File: config.mk
export PLATFORM = sky130hd
export DESIGN_NAME = iq_out_mux
export DESIGN_NICKNAME = d
export VERILOG_FILES = /design/src/rtl/iq_out_pkg.sv /design/src/rtl/iq_out_ctrl.sv /design/src/rtl/iq_out_dp.sv /design/src/rtl/iq_out_mux.sv
export SDC_FILE = /design/constraint.sdc
export NUM_CORES = 1
export LEC_CHECK = 0
export ABC_AREA = 1
export BUFFER_PORTS_ARGS = -buffer_cell sky130_fd_sc_hd__clkbuf_2
export CORE_UTILIZATION = 40
export CTS_CLUSTER_SIZE = 16
export DETAILED_ROUTE_END_ITERATION = 8
export PLACE_DENSITY = 0.68
export SYNTH_ARGS = -nofsm -noshare
export SYNTH_HDL_FRONTEND = slang
export SYNTH_SLANG_ARGS = --single-unit
File: constraint.sdc
create_clock -name clk -period 1.3 [get_ports clk]
set_clock_uncertainty 0.05 [all_clocks]
set_input_delay 0.39 -clock clk [delete_from_list [all_inputs] [get_ports clk]]
set_output_delay 0.39 -clock clk [all_outputs]
set_load 0.03 [all_outputs]
File: src/rtl/iq_out_pkg.sv
package iq_out_pkg;
  // Strobes from the control module to the datapath
  typedef struct packed {
    logic capture;   // load the sample pair register
    logic selQ;      // output slot carries the Q word
    logic parallel;  // parallel mode is selected
    logic twosComp;  // synchronized two's complement select
  } iqStrobe_t;
endpackage

File: src/rtl/iq_out_ctrl.sv
module iq_out_ctrl
  import iq_out_pkg::*;
(
  input  logic      clk,
  input  logic      rstN,
  input  logic      busSel,
  input  logic      fmtSel,
  output iqStrobe_t strobe
);
  localparam int SYNC_STAGES = 2;

  logic [SYNC_STAGES-1:0] fmtPipe;
  logic slotQ;

  always_ff @(posedge clk) begin
    if (!rstN) begin
      fmtPipe <= '0;
      slotQ   <= 1'b0;
    end else begin
      fmtPipe <= {fmtPipe[SYNC_STAGES-2:0], fmtSel};
      slotQ   <= busSel ? 1'b0 : ~slotQ;
    end
  end

  always_comb begin
    strobe.parallel = busSel;
    strobe.capture  = busSel | ~slotQ;
    strobe.selQ     = ~busSel & ~slotQ;
    strobe.twosComp = fmtPipe[SYNC_STAGES-1];
  end

  AST_CAPTURE_ALTERNATE: assert property (@(posedge clk) disable iff (!rstN)
    (!busSel && strobe.capture) |=> (busSel || !strobe.capture));
endmodule

File: src/rtl/iq_out_dp.sv
module iq_out_dp
  import iq_out_pkg::*;
#(
  parameter int SAMPLE_W = 10
) (
  input  logic                clk,
  input  logic                rstN,
  input  iqStrobe_t           strobe,
  input  logic [SAMPLE_W-1:0] sampleI,
  input  logic [SAMPLE_W-1:0] sampleQ,
  output logic [SAMPLE_W-1:0] busI,
  output logic [SAMPLE_W-1:0] busQ,
  output logic                phaseFlag
);
  localparam int MSB = SAMPLE_W - 1;

  logic [SAMPLE_W-1:0] pairI, pairQ;
  logic [SAMPLE_W-1:0] slotWord, codedI, codedQ;

  function automatic logic [SAMPLE_W-1:0] recode(input logic [SAMPLE_W-1:0] w, input logic twos);
    recode = w;
    recode[MSB] = w[MSB] ^ twos;
  endfunction

  always_comb begin
    slotWord = strobe.selQ ? pairQ : pairI;
    codedI   = recode(slotWord, strobe.twosComp);
    codedQ   = strobe.parallel ? recode(pairQ, strobe.twosComp) : '0;
  end

  always_ff @(posedge clk) begin
    if (!rstN) begin
      pairI     <= '0;
      pairQ     <= '0;
      busI      <= '0;
      busQ      <= '0;
      phaseFlag <= 1'b0;
    end else begin
      if (strobe.capture) begin
        pairI <= sampleI;
        pairQ <= sampleQ;
      end
      busI      <= codedI;
      busQ      <= codedQ;
      phaseFlag <= strobe.parallel | ~strobe.selQ;
    end
  end

  AST_QBUS_ZERO: assert property (@(posedge clk) disable iff (!rstN)
    !strobe.parallel |=> busQ == '0);
  AST_FLAG_PARALLEL: assert property (@(posedge clk) disable iff (!rstN)
    strobe.parallel |=> phaseFlag);
  AST_SLOT_PAIRING: assert property (@(posedge clk) disable iff (!rstN)
    (!strobe.parallel && strobe.capture) |-> strobe.selQ);
  AST_OFFSET_PASS: assert property (@(posedge clk) disable iff (!rstN)
    (strobe.parallel && !strobe.twosComp) |=> busI == $past(pairI));
  AST_TWOS_MSB: assert property (@(posedge clk) disable iff (!rstN)
    (strobe.parallel && strobe.twosComp) |=> busQ[MSB] == ~$past(pairQ[MSB]));
endmodule

File: src/rtl/iq_out_mux.sv
module iq_out_mux
  import iq_out_pkg::*;
#(
  parameter int SAMPLE_W = 10
) (
  input  logic                clk,
  input  logic                rstN,
  input  logic [SAMPLE_W-1:0] sampleI,
  input  logic [SAMPLE_W-1:0] sampleQ,
  input  logic                busSel,
  input  logic                fmtSel,
  output logic [SAMPLE_W-1:0] busI,
  output logic [SAMPLE_W-1:0] busQ,
  output logic                phaseFlag
);
  iqStrobe_t strobe;

  iq_out_ctrl u_ctrl (
    .clk    (clk),
    .rstN   (rstN),
    .busSel (busSel),
    .fmtSel (fmtSel),
    .strobe (strobe)
  );

  iq_out_dp #(.SAMPLE_W(SAMPLE_W)) u_dp (
    .clk       (clk),
    .rstN      (rstN),
    .strobe    (strobe),
    .sampleI   (sampleI),
    .sampleQ   (sampleQ),
    .busI      (busI),
    .busQ      (busQ),
    .phaseFlag (phaseFlag)
  );

  AST_RESET_CLEAR: assert property (@(posedge clk)
    !rstN |=> (busI == '0 && busQ == '0 && !phaseFlag));
endmodule

* Word level (Yosys, flattened, before mapping)
Cells that the tools add are included.
Operators by class: muxes and demuxes 1, bitwise logic cells 9, reductions and logical operators 2
Operators by type and width (number):
- $mux 10 | 1
- $not 1->1 | 4
- $or 1x1->1 | 2
- $reduce_and 2->1 | 1
- $reduce_or 2->1 | 1
- $xor 1x1->1 | 2
- $and 1x1->1 | 1
Word-level totals: bits of input ports 24, word-level logic and storage cells 19, register bits after elaboration 44, output and inout bits 21

* Depth between registers and ports, before layout
depth after elaboration 4, mapped depth 6, depth with buffers taken out 6

* Hierarchy
Synthesis repeated with hierarchy kept, for this count alone.
Second synthesis, totals: cells, all modules 166, area, all modules 1442.6 µm²
Modules (own cells, without submodules):
- iq_out_dp | cells each 152, times used 1, seq. area each 820.8 µm², area each 1331.3 µm²
- iq_out_ctrl | cells each 14, times used 1, seq. area each 60.1 µm², area each 111.4 µm²

* Worst setup path before layout
Ideal clock, no wire load.
path kind input to register, from input port busSel, to register u_dp.pairI[0], stages 4, arrival 0.870 ns, setup time 0.122 ns, required time 1.128 ns, path slack 0.258 ns, path buffers 2, cell sequence nor2_2 -> buf_6 -> buf_6 -> a21oi_2
On the way: longest elaborated chain between the ends 1
Ends and longest elaborated chain:
- start, declared | line iq_out_mux.sv:10 | input logic busSel,
- $or 1x1->1 | line iq_out_ctrl.sv:27 | strobe.capture = busSel | ~slotQ;
- end signal, assigned | line iq_out_dp.sv:40 | pairI <= sampleI;
- end, declared | line iq_out_dp.sv:17 | logic [SAMPLE_W-1:0] pairI, pairQ;
Every way passes these cells. A chain may end at the register's enable or synchronous reset.

* Worst setup path after layout
from register u_dp.busI[3], to output port busI[3]
RTL lines:
- start, declared | line iq_out_dp.sv:11 | output logic [SAMPLE_W-1:0] busI,
- start signal, assigned | line iq_out_dp.sv:43 | busI <= codedI;
- end, declared | line iq_out_mux.sv:12 | output logic [SAMPLE_W-1:0] busI,
No word-level cell between the ends.

==> summary.md <==
| Metric | Value |
|---|---|
| Synth cell types | `17` |
| Yosys reg bits | `44` |
| Final Hold Vio Count | `0` |
| N_diodes | `0` |
| Crit path max-delay cell type | `dfxtp_2` |
| Status | `completed` |
| Sw frac | `27.1%` |
| Min Tclk post-route | `1.28 ns` |
| Post-synthesis cell count | `154` |
| I/O pin total | `45` |
| Mean Syn Cell Area | `9.35 um2` |
| Area fraction of the dominant cell type after synthesis | `61.2%` |
| Post-synth top area cell | `dfxtp_1` |
| PD cells | `1230 mW/mm2` |
| Area growth from synthesis to final layout | `39.7%` |
| Family with the most delay on the worst path | `flip-flops` |
| Clock buffer depth | `2` |
| Htree depth | `2` |
| Post_cts resized | `44` |
| Vias | `1,118` |
| Reg area | `907 um2` |
| Sw Pwr | `0.672 mW` |
| Clock sink total | `44` |
| WP data arrival | `0.84 ns` |
| Comb power frac | `14.6%` |
| Total clock buffers created by CTS | `5` |
| Port bufs | `44` |
| ANT nets after route | `0` |
| Die Wd | `62 um` |
| Top cells by area, synth | `dfxtp_1 (61%), o21ai_0 (6.3%), inv_1 (6.3%)` |
| Crit path kind | `flip-flop to output port` |
| WP data required | `0.86 ns` |
| Max Transition Viols Final | `0` |
| Routability Congestion | `0.672` |
| Share of layout cells above drive strength 1 | `45.4%` |
| CTS tree | `done` |
| CP peak stage delay | `0.36 ns` |
| Drt drc | `0` |
| Critical path fanouts, max | `1` |
| Setup TNS | `0 ns` |
| RSZ-0062 raised after global routing | `true` |
| Full die area | `0.00384 mm2` |
| Post-layout util | `59.4%` |
| Worst Setup End Kind | `output port` |
| Ys async rst share | `0%` |
| Hold_buf cts | `0` |
| Finished Layout Cells | `251` |
| Leak | `0.905 nW` |
| Vias in the first global route | `900` |
| Drt total wl | `2.82 mm` |
| Grt ovf | `0` |
| Post-DP HPWL | `1.91 mm` |
| Count leader, synth | `dfxtp_1` |
| Syn Nets | `178` |
| Worst skew pair latency | `0.36 ns` |
| CP Launch Type | `flip-flop` |
| Row count | `21` |
| DRT iter0 DRCs | `18` |
| Die H | `62 um` |
| Total GRT Usage | `15.8%` |
| Core Region | `0.00339 mm2` |
| First-pass DRT Iterations | `4` |
| Starting Density | `42.5%` |
| Commonest cells in the netlist | `dfxtp_1 (44), inv_1 (24), o21ai_0 (18)` |
| Final setup viols | `0` |
| Clk pwr share | `26.2%` |
| Post-synthesis sequential area ratio | `61.2%` |
| Multi-input logic area | `413 um2` |
| Rel. slew slack | `80.7%` |
| WP buf/inv | `1` |
| Top FF cell, synth | `dfxtp_1` |
| Largest net degree at the start of global routing | `32` |
| Via density per instance | `4.45` |
| First-pass GRT wire length | `4.15 mm` |
| FMAX | `782 MHz` |
| Tot Pwr | `2.48 mW` |
| Post-synth EDFFs | `0` |
| Clock slew at reported path FFs | `0.13 ns` |
| Postcts setup bufs | `0` |
| Hold/Removal Path Class | `input pin to flip-flop` |
| Initial antenna violation count | `0` |
| Synthesized area | `0.00144 mm2` |
| Filler Cell Count | `302` |
| Critical-path cell list | `buf_8` |
| P_int | `1.81 mW` |
| Max VDD drop | `0.675 mV` |
| CTS root buf | `clkbuf_4` |
| Maxcap violations | `0` |
| NumNets Final | `228` |
| Slew @ Worst Pin | `0.289 ns` |
| Synth warn | `0` |
| DP Cell Count | `243` |
| Sequential share of power | `59.2%` |
| Tcrit/Tclk final | `98.4%` |
| Avg WL per Cell | `11.2 um` |
| Fin Hold WS | `0.169 ns` |
-- cell usage in the layout (no fill, tap or decap) --
cell type	count
inv_1	24
clkbuf_2	23
dfxtp_1	23
dfxtp_2	21
buf_8	20
o21ai_0	18
nor2_1	16
a21oi_2	10
nand2_1	9
a21oi_1	9
o22ai_1	7
clkbuf_4	5
buf_4	5
o21ai_1	4
nand2_2	2
clkinv_2	2
nor2_2	1
inv_2	1
xnor2_1	1
nand3_1	1
clkinv_4	1
buf_6	1
buf_12	1
-- per-stage QoR --
step                cell area [um2]  setup WS, ns
floorplan                      1440         0.258
global placement               1720        0.0569
detailed placement             1720        0.0524
CTS                            1960       -0.0102
global route                   2010       -0.0310
finish                         2010        0.0204
-- layer usage --
| metal | up-vias | GRT usage (%) | part of all wire (%) |
|---|---|---|---|
| met5 | - | 0 | 0 |
| met4 | 0 | 6.67 | 1.8 |
| met3 | 5 | 5.59 | 4.2 |
| met2 | 28 | 25.5 | 52 |
| met1 | 494 | 19.0 | 42 |
| li1 | 591 | - | - |
-- cell families (layout without fill, tap and decap cells) --
group | after synthesis | in the layout | share of synthesized area (%)
flip-flops | 44 | 44 | 61.2
XOR/XNOR | 1 | 1 | 0.608
buffers and inverters | 32 | 83 | 10.2
AO/OA/AOI/OAI | 48 | 48 | 19.9
AND/OR/NAND/NOR | 29 | 29 | 8.17
-- flip-flops by register name, summed over array words and instances (netlist names) --
signal,cells
u_dp.busI,10
u_dp.busQ,10
u_dp.pairI,10
u_dp.pairQ,10
u_ctrl.fmtPipe,2
u_ctrl.slotQ,1
u_dp.phaseFlag,1
-- layout make-up --
type                            instances  share of cell area, %
Clock buffer                            5                   1.87
Clock inverter                          3                  0.933
Inverter                               25                   4.66
Multi-Input combinational cell         78                   20.5
Sequential cell                        44                   45.1
Tap cell                               46                   2.86
Timing Repair Buffer                   50                   24.1
-- final timing paths --
path	end	startpoint	cells past startpoint	slack, ns
worst min register to register	u_ctrl.fmtPipe[1]	u_ctrl.fmtPipe[0]	2	0.39
worst max-delay path	busI[3]	u_dp.busI[3]	1	0.02
worst min-delay path	u_ctrl.fmtPipe[0]	fmtSel	3	0.17
worst max register to register	u_dp.pairI[7]	u_ctrl.slotQ	6	0.19
-- power groups by stage --
stage          logic, mW  clock network, mW  registers (mW)
2_1_floorplan      0.140                  0            1.54
3_3_place_gp       0.303                  0            1.48
3_5_place_dp       0.305                  0            1.48
4_1_cts            0.350              0.667            1.45
5_1_grt            0.396              0.734            1.48
6_report           0.362              0.650            1.47
No activity file was read; power rests on OpenSTA's default activity.
